### src/rtl/gpio_bank.sv
module gpio_bank #(
  parameter int          GROUPS     = 8,
  parameter int          LANE       = 8,
  parameter int          SIO_GROUPS = 5,
  parameter int          AW         = 16,
  parameter logic [7:0]  SIO_BASE   = 8'hC0,
  parameter logic [7:0]  OE_BASE    = 8'hC8
) (
  input  logic                     clk,
  input  logic                     rst_n,
  input  logic                     cfg_wr,
  input  logic [7:0]               cfg_addr,
  input  logic [7:0]               cfg_wdata,
  output logic [7:0]               cfg_rdata,
  input  logic [AW-1:0]            io_base,
  input  logic                     io_rd,
  input  logic                     io_wr,
  input  logic [AW-1:0]            io_addr,
  input  logic [LANE-1:0]          io_wdata,
  output logic [LANE-1:0]          io_rdata,
  output logic                     io_hit,
  input  logic [GROUPS*LANE-1:0]   pin_in,
  output logic [GROUPS*LANE-1:0]   pin_out,
  output logic [GROUPS*LANE-1:0]   pin_oe
);
  localparam int LINES = GROUPS * LANE;
  localparam int GW    = (GROUPS > 1) ? $clog2(GROUPS) : 1;
  localparam logic [AW-1:0] WIN  = AW'(GROUPS);
  localparam logic [7:0]    NOE  = 8'(GROUPS);
  localparam logic [7:0]    NSIO = 8'(SIO_GROUPS);

  logic [7:0]    oe_off, sio_off;
  logic          oe_sel, sio_sel;
  logic [AW-1:0] io_off;
  logic          in_win;
  logic [GW-1:0] io_grp;
  logic [LINES-1:0] sync1, sync2;

  logic [GROUPS-1:0][LANE-1:0] oe_v, sio_v, lat_v;

  assign oe_off  = cfg_addr - OE_BASE;
  assign sio_off = cfg_addr - SIO_BASE;
  assign oe_sel  = oe_off < NOE;
  assign sio_sel = sio_off < NSIO;

  assign io_off  = io_addr - io_base;
  assign in_win  = io_off < WIN;
  assign io_grp  = io_off[GW-1:0];
  assign io_hit  = in_win & (io_rd | io_wr);

  for (genvar g = 0; g < GROUPS; g++) begin : g_bank
    logic [LANE-1:0] oe_r, lat_r;

    always_ff @(posedge clk or negedge rst_n) begin
      if (!rst_n) begin
        oe_r  <= '0;
        lat_r <= '0;
      end else begin
        if (cfg_wr && oe_sel && oe_off[GW-1:0] == GW'(g))
          oe_r <= cfg_wdata[LANE-1:0];
        if (io_wr && in_win && io_grp == GW'(g))
          lat_r <= io_wdata;
      end
    end

    if (g < SIO_GROUPS) begin : g_sio
      logic [LANE-1:0] sio_r;
      always_ff @(posedge clk or negedge rst_n) begin
        if (!rst_n)
          sio_r <= '0;
        else if (cfg_wr && sio_sel && sio_off[GW-1:0] == GW'(g))
          sio_r <= cfg_wdata[LANE-1:0];
      end
      assign sio_v[g] = sio_r;
    end else begin : g_fixed
      assign sio_v[g] = '1;
    end

    assign oe_v[g]  = oe_r;
    assign lat_v[g] = lat_r;
    assign pin_oe[g*LANE +: LANE]  = oe_r & sio_v[g];
    assign pin_out[g*LANE +: LANE] = lat_r;
  end

  always_ff @(posedge clk or negedge rst_n) begin
    if (!rst_n) begin
      sync1 <= '0;
      sync2 <= '0;
    end else begin
      sync1 <= pin_in;
      sync2 <= sync1;
    end
  end

  always_comb begin
    cfg_rdata = '0;
    if (oe_sel)
      cfg_rdata = 8'(oe_v[oe_off[GW-1:0]]);
    else if (sio_sel)
      cfg_rdata = 8'(sio_v[sio_off[GW-1:0]]);
  end

  assign io_rdata = (io_rd && in_win) ? sync2[io_grp*LANE +: LANE] : '0;

endmodule

### config.mk
export PLATFORM = sky130hd
export DESIGN_NAME = gpio_bank
export DESIGN_NICKNAME = d
export VERILOG_FILES = /design/src/rtl/gpio_bank.sv
export SDC_FILE = /design/constraint.sdc
export NUM_CORES = 1
export LEC_CHECK = 0
export ABC_CLOCK_PERIOD_IN_PS = 14600
export BUFFER_PORTS_ARGS = -buffer_cell sky130_fd_sc_hd__buf_4
export CORE_MARGIN = 2
export CORE_UTILIZATION = 35
export CTS_BUF_LIST = sky130_fd_sc_hd__clkbuf_2
export DETAILED_ROUTE_END_ITERATION = 16
export GPL_ROUTABILITY_DRIVEN = 0
export GPL_TIMING_DRIVEN = 0
export PLACE_DENSITY = 0.52
export SETUP_SLACK_MARGIN = 0.05
export SKIP_LAST_GASP = 1
export SLEW_MARGIN = 0
export SYNTH_ARGS = -nofsm -noshare
export SYNTH_HDL_FRONTEND = slang
export SYNTH_SLANG_ARGS = --single-unit
### constraint.sdc
create_clock -name clk -period 14.6 [get_ports clk]
set_input_delay 4.38 -clock clk [delete_from_list [all_inputs] [get_ports clk]]
set_output_delay 4.38 -clock clk [all_outputs]
set_load 0.005 [all_outputs]
---- Yosys cells after proc, flatten, opt, wreduce, memory -nomap -nowiden ----
Cells that the tools add are included.
storage, ports and cells
  register bits after elaboration ......... 296
  input bits .............................. 125
  output and inout port bits .............. 145
  logic and storage cells ................. 92
cells by class
  $add $sub $neg .......................... 3
  order comparisons ....................... 5
  eq/ne operators ......................... 18
  shift-type cells ........................ 1
  mux-type cells .......................... 7
  bitwise logic cells ..................... 7
  reduce and logical (&&, ||, !) cells .... 28
operator list
  cell                                                                   count
  64-bit by 7-bit variable part select with 8-bit output                 1
  8-bit binary-select mux with 3-bit select                              2
  8-bit bitwise AND                                                      5
  8-bit 2-to-1 mux                                                       5
  3-bit equality test, second input constant                             9
  1-bit logical AND                                                      25
  3-bit by 2-bit equality test with 1-bit output, second input constant  6
  16-bit by 4-bit < comparator with 1-bit output, second input constant  1
  16-bit subtractor                                                      1
  8-bit subtractor, second input constant                                2
  3-bit by 1-bit equality test with 1-bit output, second input constant  3
  3-bit zero test                                                        3
  3-bit by 4-bit < comparator with 1-bit output, second input constant   2
  8-bit by 3-bit < comparator with 1-bit output, second input constant   1
  8-bit by 4-bit < comparator with 1-bit output, second input constant   1
  1-bit bitwise AND                                                      1
  1-bit bitwise OR                                                       1

---- Longest topological paths before layout ----
Gate-level depths: netlist (run 1).
  depth after elaboration ................. 5
  gate-level depth with buffers ........... 12
  mapped depth without buffers ............ 11

---- Worst setup path before layout (run 1) ----
OpenSTA, ideal clock, no wires.
  kind .................................... input to output
  start point ............................. in io_addr[0]
  end point ............................... out io_rdata[0]
  arrival time ............................ 6.782 ns
  data required time ...................... 10.220 ns
  path slack .............................. 3.438 ns
  cell stages on the path ................. 12
  path buffers ............................ 1
  cells stage by stage .................... inv_1 ha_1 fa_1 nor2b_4 o2111a_1 o21ai_0 o2111ai_1 o2111ai_1 nor4_2 buf_6 nand2_1 nor3b_1
on the way
  longest elaborated chain between the ends .. 4
  elaborated cells on any way between the ends .. 5
  classes of those cells .................. 1 x add/sub; 1 x order compare; 1 x shift; 1 x mux; 1 x reduce/logical
RTL lines
  element                                         line  text
  start: declaration                              18    input logic [AW-1:0] io_addr,
  16-bit subtractor *                             46    assign io_off = io_addr - io_base;
  16-bit by 4-bit < comparator with 1-bit output  47    assign in_win = io_off < WIN;
  1-bit logical AND                               103   assign io_rdata = (io_rd && in_win) ? sync2[io_grp*LANE +: LANE] : '0;
  8-bit 2-to-1 mux *                              103
  end: declaration                                20    output logic [LANE-1:0] io_rdata,
Every way passes the cells marked *; elsewhere a longest branch is shown, timed or not.

---- Worst setup path in the final report (run 1) ----
  start point ............................. in io_base[0]
  end point ............................... out io_rdata[6]
on the way
  longest elaborated chain between the ends .. 4
  elaborated cells on any way between the ends .. 5
  classes of those cells .................. 1 x add/sub; 1 x order compare; 1 x shift; 1 x mux; 1 x reduce/logical
RTL lines
  element                                         line  text
  start: declaration                              15    input logic [AW-1:0] io_base,
  16-bit subtractor *                             46
  16-bit by 4-bit < comparator with 1-bit output  47
  1-bit logical AND                               103
  8-bit 2-to-1 mux *                              103
Marks and branches as above.

==> out/metrics.yaml, run 1 <==
grt_setup_unrepaired: "no"
combPwrFrac_pct: 11.0
p_seq_share_pct: 54.1
power_density_nw_per_um2: 102
core-area_um2: 34600
yosysMostFrequentCell: "dfrtp_1"
maxSlewHeadroom_pct: 14.0
outcome: "finished clean"
dr_total_vias: 8072
pwr-share-clk_pct: 34.8
endpoint: "io_rdata[6]"
cp.depth: 13
dr.pass1.iters: 6
grt_max_degree: 118
port_buffers: 268
worstSetupPathType: "in2out"
worst-path-buf-inv: 3
crit_family: "simple AND/OR/NAND/NOR gates"
cts.path.max_buffers: 3
dp_hpwl_um: 23200
cts_setup_buffers: 0
required_ns: 10.22
switching_power_mw: 0.452
setup_tns_ns: 0
path_clk_slew_ns: 0.11
cap_violations: 0
synthTopCellsByArea: "dfrtp_1 60%, mux2_2 13%, mux4_2 7.3%, mux2_4 2.9%, and2_1 2.1%"
max-vdd-ir-drop_v: 0.0000535
hold_viol: 0
synth_commonest_cells: "296 x dfrtp_1, 144 x mux2_2, 42 x and2_1"
die-area_um2: 36800
start_util_pct: 35.7
rr_startpoint: "g_bank[5].oe_r[2]"
tightest_slew_ns: 1.28
start_kind: "primary input"
wl_per_cell_um: 19.6
syn_area_um2: 12400
rr_worst_depth: 1
synth_area_per_cell_um2: 15.4
synth_top_area_share_pct: 59.9
slowest_stage: "fa_1"
syn_to_final_growth_pct: 27.5
grt_pass1_wl_um: 50100
fin_nets: 1300
ff2ff_setup_slack_ns: 13.74
rows: 68
ys_seq_area_share_pct: 59.9
yosys_most_used_dff: "dfrtp_1"
yosysUniqueCellTypes: 59
synth_edf_count: 0
holdWs_ns: 0.335
worstSetupEndpointType: "output pin"
antenna_found_initial: 1
cts_buffers: 81
antenna_left: 0
drv_slew: 0
yosysWarnings: 0
clock_latency_ns: 0.91
die-width_um: 192
r2r_end: "g_bank[5].oe_r[2]"
grt.overflow.total: 0
grt_pass1_vias: 8634
h-tree-depth: 3
clock.fmax_mhz: 83.3
drc: 0
cts_tree: "done"
fin_ws_ns: 2.59
worstPathMaxFanout: 9
boundaryPins: 270
sw_frac_of_total_pct: 28.2
grt_usage_pct: 18.3
synth_top_area_cell: "dfrtp_1"
syn_nets: 944
slowest_delay_ns: 0.49
drive_gt1_share_pct: 52.6
cts_resized: 0
finalSetupViolations: 0
async_flop_share_pct: 100
cts-root-buf: "clkbuf_2"
cp_cell_sequence: "buf_4 -> ha_1 -> fa_1 -> nor2b_4 -> o2111a_1 -> o21ai_0 -> o2111ai_1 -> o2111ai_1 -> nor4_2 -> buf_6 -> nand2_1 -> nor3b_1 -> buf_4"
drt_wl_total_um: 32800
hp-class: "reg2reg"
via_per_inst: 4.83
fin_crit_ns: 12.01
cp-startpoint: "io_base[0]"
fillers: 3255
finalCritPeriodShare_pct: 82.2
post-place-ws_ns: 2.56
die_y_um: 192
cts-hold-fix-buffers: 0
leakage_nw: 7.95
power_mw: 1.61
cts_num_sinks: 296
fin_skew_ns: 0.0228
ys_ff_latch: 296
cp_data_arrival_time_ns: 7.63
p_int_mw: 1.15
initialDrtViolationCount: 309
syn_inst: 802
==> how the worst min path moves through the flow <==
stage	to	cells after the start	slack (ns)	from
6_report	sync2[22]	0	0.33	sync1[22]
3_5_place_dp	sync2[15]	0	0.33	sync1[15]
2_1_floorplan	sync2[0]	0	0.33	sync1[0]
4_1_cts	sync2[35]	0	0.33	sync1[35]
3_3_place_gp	sync2[4]	0	0.33	sync1[4]
5_1_grt	sync2[35]	0	0.33	sync1[35]
==> cell families after synthesis <==
kind of cell	Yosys count	synth area share [%]
DFF	296	59.9
muxes	226	24.8
and+or+nand+nor	137	7.72
AOI/OAI and AO/OA	63	3.41
buffers and inverters	57	1.92
adders and majority gates	17	1.78
xor gates and xnor gates	6	0.425
==> per-stage QoR <==
stage / std cells / util (%) / cell area, um2
2_1_floorplan: 802 / - / 12400
3_3_place_gp: 1525 / 43.1 / 14900
3_5_place_dp: 1530 / 43.5 / 15100
4_1_cts: 1669 / 45.5 / 15700
5_1_grt: 1670 / 45.5 / 15700
6_report: 1670 / 45.5 / 15700
==> flip-flops by register name (all words and copies together) (netlist names) <==
signal / cells
g_bank.g_sio.sio_r: 40
g_bank.lat_r: 64
g_bank.oe_r: 64
sync1: 64
sync2: 64
==> cell usage in the layout (no fill, tap or decap), types with 10 or more instances in the layout <==
cell type    n
buf_4      269
mux2_2     144
a21oi_1     18
clkbuf_2   118
inv_1       24
ha_1        16
dfrtp_1    296
nor2b_1     10
o22ai_1     11
and2_1      42
clkinv_1    13
mux2_4      24
mux4_2      40
nand2_1     14
mux2i_1     18
nor2_1      15
nor3b_1     11
clkbuf_1    18
==> routing by layer <==
| layer | global-route usage, % | vias up | wire [um] |
|---|---|---|---|
| li1 | - | 3663 | - |
| met1 | 23.8 | 4098 | 14300 |
| met2 | 29.4 | 257 | 15700 |
| met3 | 4.35 | 54 | 1920 |
| met4 | 7.93 | 0 | 796 |
| met5 | 0 | - | 0 |
==> power by group through the flow <==
stage,combinational (mW),clock [mW],sequential [mW]
after floorplan,0.0974,0,0.879
after global placement,0.176,0,0.885
after detailed placement,0.180,0,0.885
after CTS,0.181,0.592,0.869
after global routing,0.197,0.635,0.873
final,0.177,0.559,0.869
==> layout make-up <==
type	count	area (um2)	area share, %
buffer	33	148	0.938
clock inverter	22	104	0.659
multi-input combinational	449	4740	30.1
timing repair buffer	273	2100	13.4
sequential	296	7410	47.0
inverter	24	90.1	0.572
tap	455	569	3.62
clock buffer	117	586	3.72
antenna	1	2.50	0.0159
Note: power is estimated with default switching activity, not from simulation.
==> run 2: changes to the inputs <==
- ABC_CLOCK_PERIOD_IN_PS: 14600 -> 10700
- PLACE_DENSITY: 0.52 -> 0.55
- clock period: 14.6 -> 10.7 ns (I/O delays scaled with it)
==> run 2 against run 1 <==
  * Combinational power is 37% higher
  * Clock-buffer cell count is 4 lower
  * Non-clock buffer count stayed put
  * Critical endpoint is now io_rdata[7]
==> out/metrics.yaml, run 2 (same netlist as run 1, synthesis figures left out) <==
outcome: "finished clean"
start_util_pct: 35.7  # unchanged
cts.path.max_buffers: 3  # unchanged
sw_frac_of_total_pct: 27.4  # -0.73 points
layout_common_cells: "296 x dfrtp_1, 269 x buf_4, 144 x mux2_2"
cts-root-buf: "clkbuf_2"
die-width_um: 192  # unchanged
grt.overflow.total: 0  # unchanged
drive_gt1_share_pct: 52.5  # -0.15 points
max-vdd-ir-drop_v: 0.0000699  # +31%
cap_violations: 0  # unchanged
h-tree-depth: 3  # unchanged
dr.pass1.iters: 4  # -2
dp_hpwl_um: 23100  # -0.62%
path_clk_slew_ns: 0.09  # -0.02 ns
grt_util_met2_pct: 28.8  # -0.61 points
required_ns: 7.49  # -2.73 ns
p_seq_share_pct: 54.2  # about the same
met3_usage_pct: 5.15  # +0.80 points
tightest_slew_ns: 1.30  # +0.0218 ns
cts_setup_buffers: 0  # unchanged
clock.fmax_mhz: 104
seqCellArea_um2: 7410  # unchanged
antenna_left: 0  # unchanged
antenna_found_initial: 3  # +2
maxSlewHeadroom_pct: 12.6  # -1.5 points
grt_usage_pct: 17.9  # -0.43 points
clock_latency_ns: 0.87  # -0.04 ns
layout_commonest_cell: "dfrtp_1"
port_buffers: 268  # unchanged
syn_to_final_growth_pct: 27.4  # about the same
drt_wl_total_um: 32400  # -1.1%
grt_max_degree: 118  # unchanged
cts_tree: "done"
p_int_mw: 1.59  # +38%
grt_pass1_vias: 8529  # -1.2%
start_kind: "primary input"
finalCritPeriodShare_pct: 90.0
cts-hold-fix-buffers: 0  # unchanged
boundaryPins: 270  # unchanged
combPwrFrac_pct: 11.1  # about the same
die_y_um: 192  # unchanged
rows: 68  # unchanged
grt_pass1_wl_um: 49000  # -2.1%
top_usage_layer: "met2"
fin_skew_ns: 0.0342  # +0.0113 ns
use_met1_pct: 22.7  # -1.0 points
hp-class: "reg2reg"
setup_tns_ns: 0  # unchanged
via_per_inst: 4.80  # -0.66%
hold_viol: 0  # unchanged
switching_power_mw: 0.600  # +33%
pwr-share-clk_pct: 34.7  # about the same
drc: 0  # unchanged
core-area_um2: 34600  # unchanged
leakage_nw: 7.95  # about the same
fin_crit_ns: 9.63
drv_slew: 0  # unchanged
power_mw: 2.19  # +36%
initialDrtViolationCount: 462  # +50%
grt_setup_unrepaired: "no"
wl_per_cell_um: 19.5  # -0.78%
fillers: 3253  # -0.061%
power_density_nw_per_um2: 139  # +36%
worstSetupEndpointType: "output pin"
worstPathMaxFanout: 9  # unchanged
finalSetupViolations: 0  # unchanged
dr_total_vias: 7995  # -0.95%
cp_data_arrival_time_ns: 6.42  # -1.21 ns
die-area_um2: 36800  # unchanged
cts_buffers: 79  # -2.5%
multi_input_area_um2: 4740  # unchanged
worstSetupPathType: "in2out"
cts_num_sinks: 296  # unchanged
fin_nets: 1298  # -0.15%
cts_resized: 0  # unchanged
run 2: cell types whose count changed in the layout (fill, tap and decap cells not counted), sizes merged:
| cell | before | now |
|---|---|---|
| clkbuf | 136 | 132 |
| bufinv | 0 | 1 |
| clkinvlp | 5 | 2 |
| inv | 26 | 27 |
| clkinv | 15 | 14 |
| diode | 1 | 2 |
run 2: per-stage QoR:
step | utilization (%) | cell area, um2 | hold slack, ns | worst slack, ns | cells
4_1_cts | 45.4 | 15700 | 0.328 | 1.03 | 1663
3_5_place_dp | 43.5 | 15100 | 0.335 | 1.05 | 1530
5_1_grt | 45.4 | 15700 | 0.352 | 0.853 | 1665
2_1_floorplan | - | 12400 | 0.331 | 1.88 | 802
6_report | 45.4 | 15700 | 0.326 | 1.07 | 1665
3_3_place_gp | 43.1 | 14900 | 0.331 | 0.993 | 1525
run 2: power groups by stage:
stage / logic, mW / clock network [mW] / registers [mW]
2_1_floorplan: 0.133 / 0 / 1.20
3_3_place_gp: 0.240 / 0 / 1.21
3_5_place_dp: 0.245 / 0 / 1.21
4_1_cts: 0.246 / 0.805 / 1.19
5_1_grt: 0.267 / 0.864 / 1.19
6_report: 0.242 / 0.758 / 1.19
run 2: layout make-up:
class                      count  area share (%)
inverter                      24           0.572
sequential                   296            47.1
timing repair buffer         273            13.4
clock inverter                20           0.708
buffer                        33           0.938
multi-input combinational    449            30.1
tap                          455            3.62
antenna                        2          0.0318
clock buffer                 113            3.59
run 2: layer usage:
layer  part of all wire (%)  vias to the layer above
met1                     43                     4029
met4                    2.4                        2
met3                    6.9                       52
met5                  0.043                        -
li1                       -                     3655
met2                     48                      257
run 2: worst paths after layout:
kind / from / depth (start not counted) / endpoint / slack [ns]
max in group asynchronous: rst_n / 2 / g_bank[5].lat_r[3] / 7.27
min in group asynchronous: rst_n / 1 / g_bank[1].oe_r[1] / 2.35
worst min register to register: sync1[17] / 0 / sync2[17] / 0.33
worst min-delay path: sync1[17] / 0 / sync2[17] / 0.33
worst max register to register: g_bank[7].oe_r[1] / 1 / g_bank[7].oe_r[1] / 9.85
worst max-delay path: io_base[0] / 13 / io_rdata[7] / 1.07
run 2: worst max-delay path, cell delays in order:
cell       delay [ns]
buf_4            0.11
ha_1             0.23
fa_1             0.48
nor2b_4          0.17
o2111a_1         0.27
o21ai_0          0.14
o2111ai_1        0.20
o2111ai_1        0.14
nor4_2           0.40
buf_6            0.25
nand2_1          0.30
nor3b_1          0.33
buf_4            0.16
==> run 3: changes to the inputs <==
- CELL_PAD_IN_SITES_DETAIL_PLACEMENT: default -> 1
- CELL_PAD_IN_SITES_GLOBAL_PLACEMENT: default -> 2
- PLACE_DENSITY: 0.55 -> 0.75
==> run 3 against run 2 <==
  * Critical path type unchanged
  * First-iteration DRC count fell by 40%
  * Clock-buffer cell count is 7 higher
  * Register-to-register slack gained 0.03 ns
  * Largest power group unchanged
  * Largest cell class unchanged
  * Critical endpoint is now io_rdata[0]
==> out/metrics.yaml, run 3 (same netlist as run 1, synthesis figures left out) <==
dr.pass1.iters: 4  # unchanged
start_kind: "primary input"
cts_num_sinks: 296  # unchanged
max-vdd-ir-drop_v: 0.000109  # +57%
leakage_nw: 7.98  # +0.33%
cts_resized: 0  # unchanged
cts.path.max_buffers: 3  # unchanged
dr_total_vias: 8118  # +1.5%
worstSetupPathType: "in2out"
wl_per_cell_um: 20.5  # +5.2%
cts_setup_buffers: 0  # unchanged
hp-class: "reg2reg"
fillers: 3621  # +11%
outcome: "finished clean"
start_util_pct: 35.7  # unchanged
worstPathMaxFanout: 9  # unchanged
worstSetupEndpointType: "output pin"
fin_crit_ns: 9.71  # +0.0814 ns
cap_violations: 0  # unchanged
core-area_um2: 34600  # unchanged
grt_pass1_vias: 9017  # +5.7%
initialDrtViolationCount: 275  # -40%
grt_usage_pct: 19.1  # +1.2 points
layout_commonest_cell: "dfrtp_1"
multi_input_area_um2: 4740  # unchanged
cts_buffers: 80  # +1.3%
grt_setup_unrepaired: "no"
tightest_slew_ns: 1.33  # +0.0329 ns
antenna_left: 0  # unchanged
holdWs_ns: 0.343  # +0.0168 ns
drv_slew: 0  # unchanged
syn_to_final_growth_pct: 27.5
fin_skew_ns: 0.0237  # -0.0104 ns
via_per_inst: 4.86  # +1.3%
die-area_um2: 36800  # unchanged
required_ns: 7.49  # about the same
finalCritPeriodShare_pct: 90.8  # +0.76 points
cp_data_arrival_time_ns: 6.50  # +0.08 ns
seqCellArea_um2: 7410  # unchanged
drc: 0  # unchanged
maxSlewHeadroom_pct: 10.3  # -2.2 points
rows: 68  # unchanged
cts-hold-fix-buffers: 0  # unchanged
hold_viol: 0  # unchanged
clock.fmax_mhz: 103  # -0.84%
port_buffers: 268  # unchanged
layout_common_cells: "296 x dfrtp_1, 269 x buf_4, 144 x mux2_2"
drive_gt1_share_pct: 52.9  # +0.44 points
die-width_um: 192  # unchanged
h-tree-depth: 3  # unchanged
clock_latency_ns: 0.91  # +0.04 ns
finalSetupViolations: 0  # unchanged
path_clk_slew_ns: 0.10  # about the same
fin_nets: 1298  # unchanged
boundaryPins: 270  # unchanged
dp_hpwl_um: 24700  # +6.8%
cts_tree: "done"
cts-root-buf: "clkbuf_2"
antenna_found_initial: 1  # -2
grt.overflow.total: 0  # unchanged
grt_max_degree: 114  # -3.4%
drt_wl_total_um: 34200  # +5.5%
setup_tns_ns: 0  # unchanged
grt_pass1_wl_um: 52200  # +6.4%
power_density_nw_per_um2: 141  # +1.5%
die_y_um: 192  # unchanged
run 3: through the flow:
step           total power, mW  instance area, um2  setup WS [ns]  cells  util [%]
2_1_floorplan             1.33               12400           1.88    802         -
3_3_place_gp              1.45               14900          0.942   1525      43.1
3_5_place_dp              1.46               15000          0.960   1529      43.4
4_1_cts                   2.27               15800          0.940   1668      45.5
5_1_grt                   2.36               15800          0.767   1669      45.5
6_report                  2.22               15800          0.986   1669      45.5
run 3: layout make-up:
type	instances	area share (%)
Antenna cell	1	0.0159
Clock inverter	19	0.699
Sequential cell	296	47.0
Multi-Input combinational cell	449	30.1
Clock buffer	120	3.81
Inverter	24	0.572
Buffer	33	0.937
Tap cell	455	3.61
Timing Repair Buffer	272	13.3
run 3: critical path, cell delays in order:
cell and delay (ns):
buf_4 0.11, ha_1 0.23, fa_1 0.48, nor2b_4 0.18
o2111a_1 0.28, o21ai_0 0.15, o2111ai_1 0.20, o2111ai_1 0.16
nor4_2 0.43, buf_6 0.25, nand2_1 0.29, nor3b_1 0.36
buf_4 0.17
run 3: metal layers:
metal  GRT usage, %  up-vias  part of all wire [%]
met4           7.28        0                   2.4
met3           4.44       58                   6.7
met5              0        -                     0
met2           32.0      257                    49
li1               -     3665                     -
met1           24.1     4138                    42
run 3: path summary, 6_finish.rpt:
path | startpoint | to | slack [ns] | depth (start not counted)
max in group asynchronous | rst_n | sync1[7] | 6.93 | 3
worst min register to register | sync1[48] | sync2[48] | 0.34 | 0
worst max-delay path | io_base[0] | io_rdata[0] | 0.99 | 13
worst min-delay path | sync1[48] | sync2[48] | 0.34 | 0
worst max register to register | g_bank[4].g_sio.sio_r[5] | g_bank[4].g_sio.sio_r[5] | 9.88 | 1
min in group asynchronous | rst_n | g_bank[6].lat_r[5] | 2.37 | 1
run 3: report_power, final:
part	switching, mW	internal [mW]
Combinational	0.127	0.118
Sequential	0.0229	1.16
Clock	0.469	0.321
Total	0.619	1.60
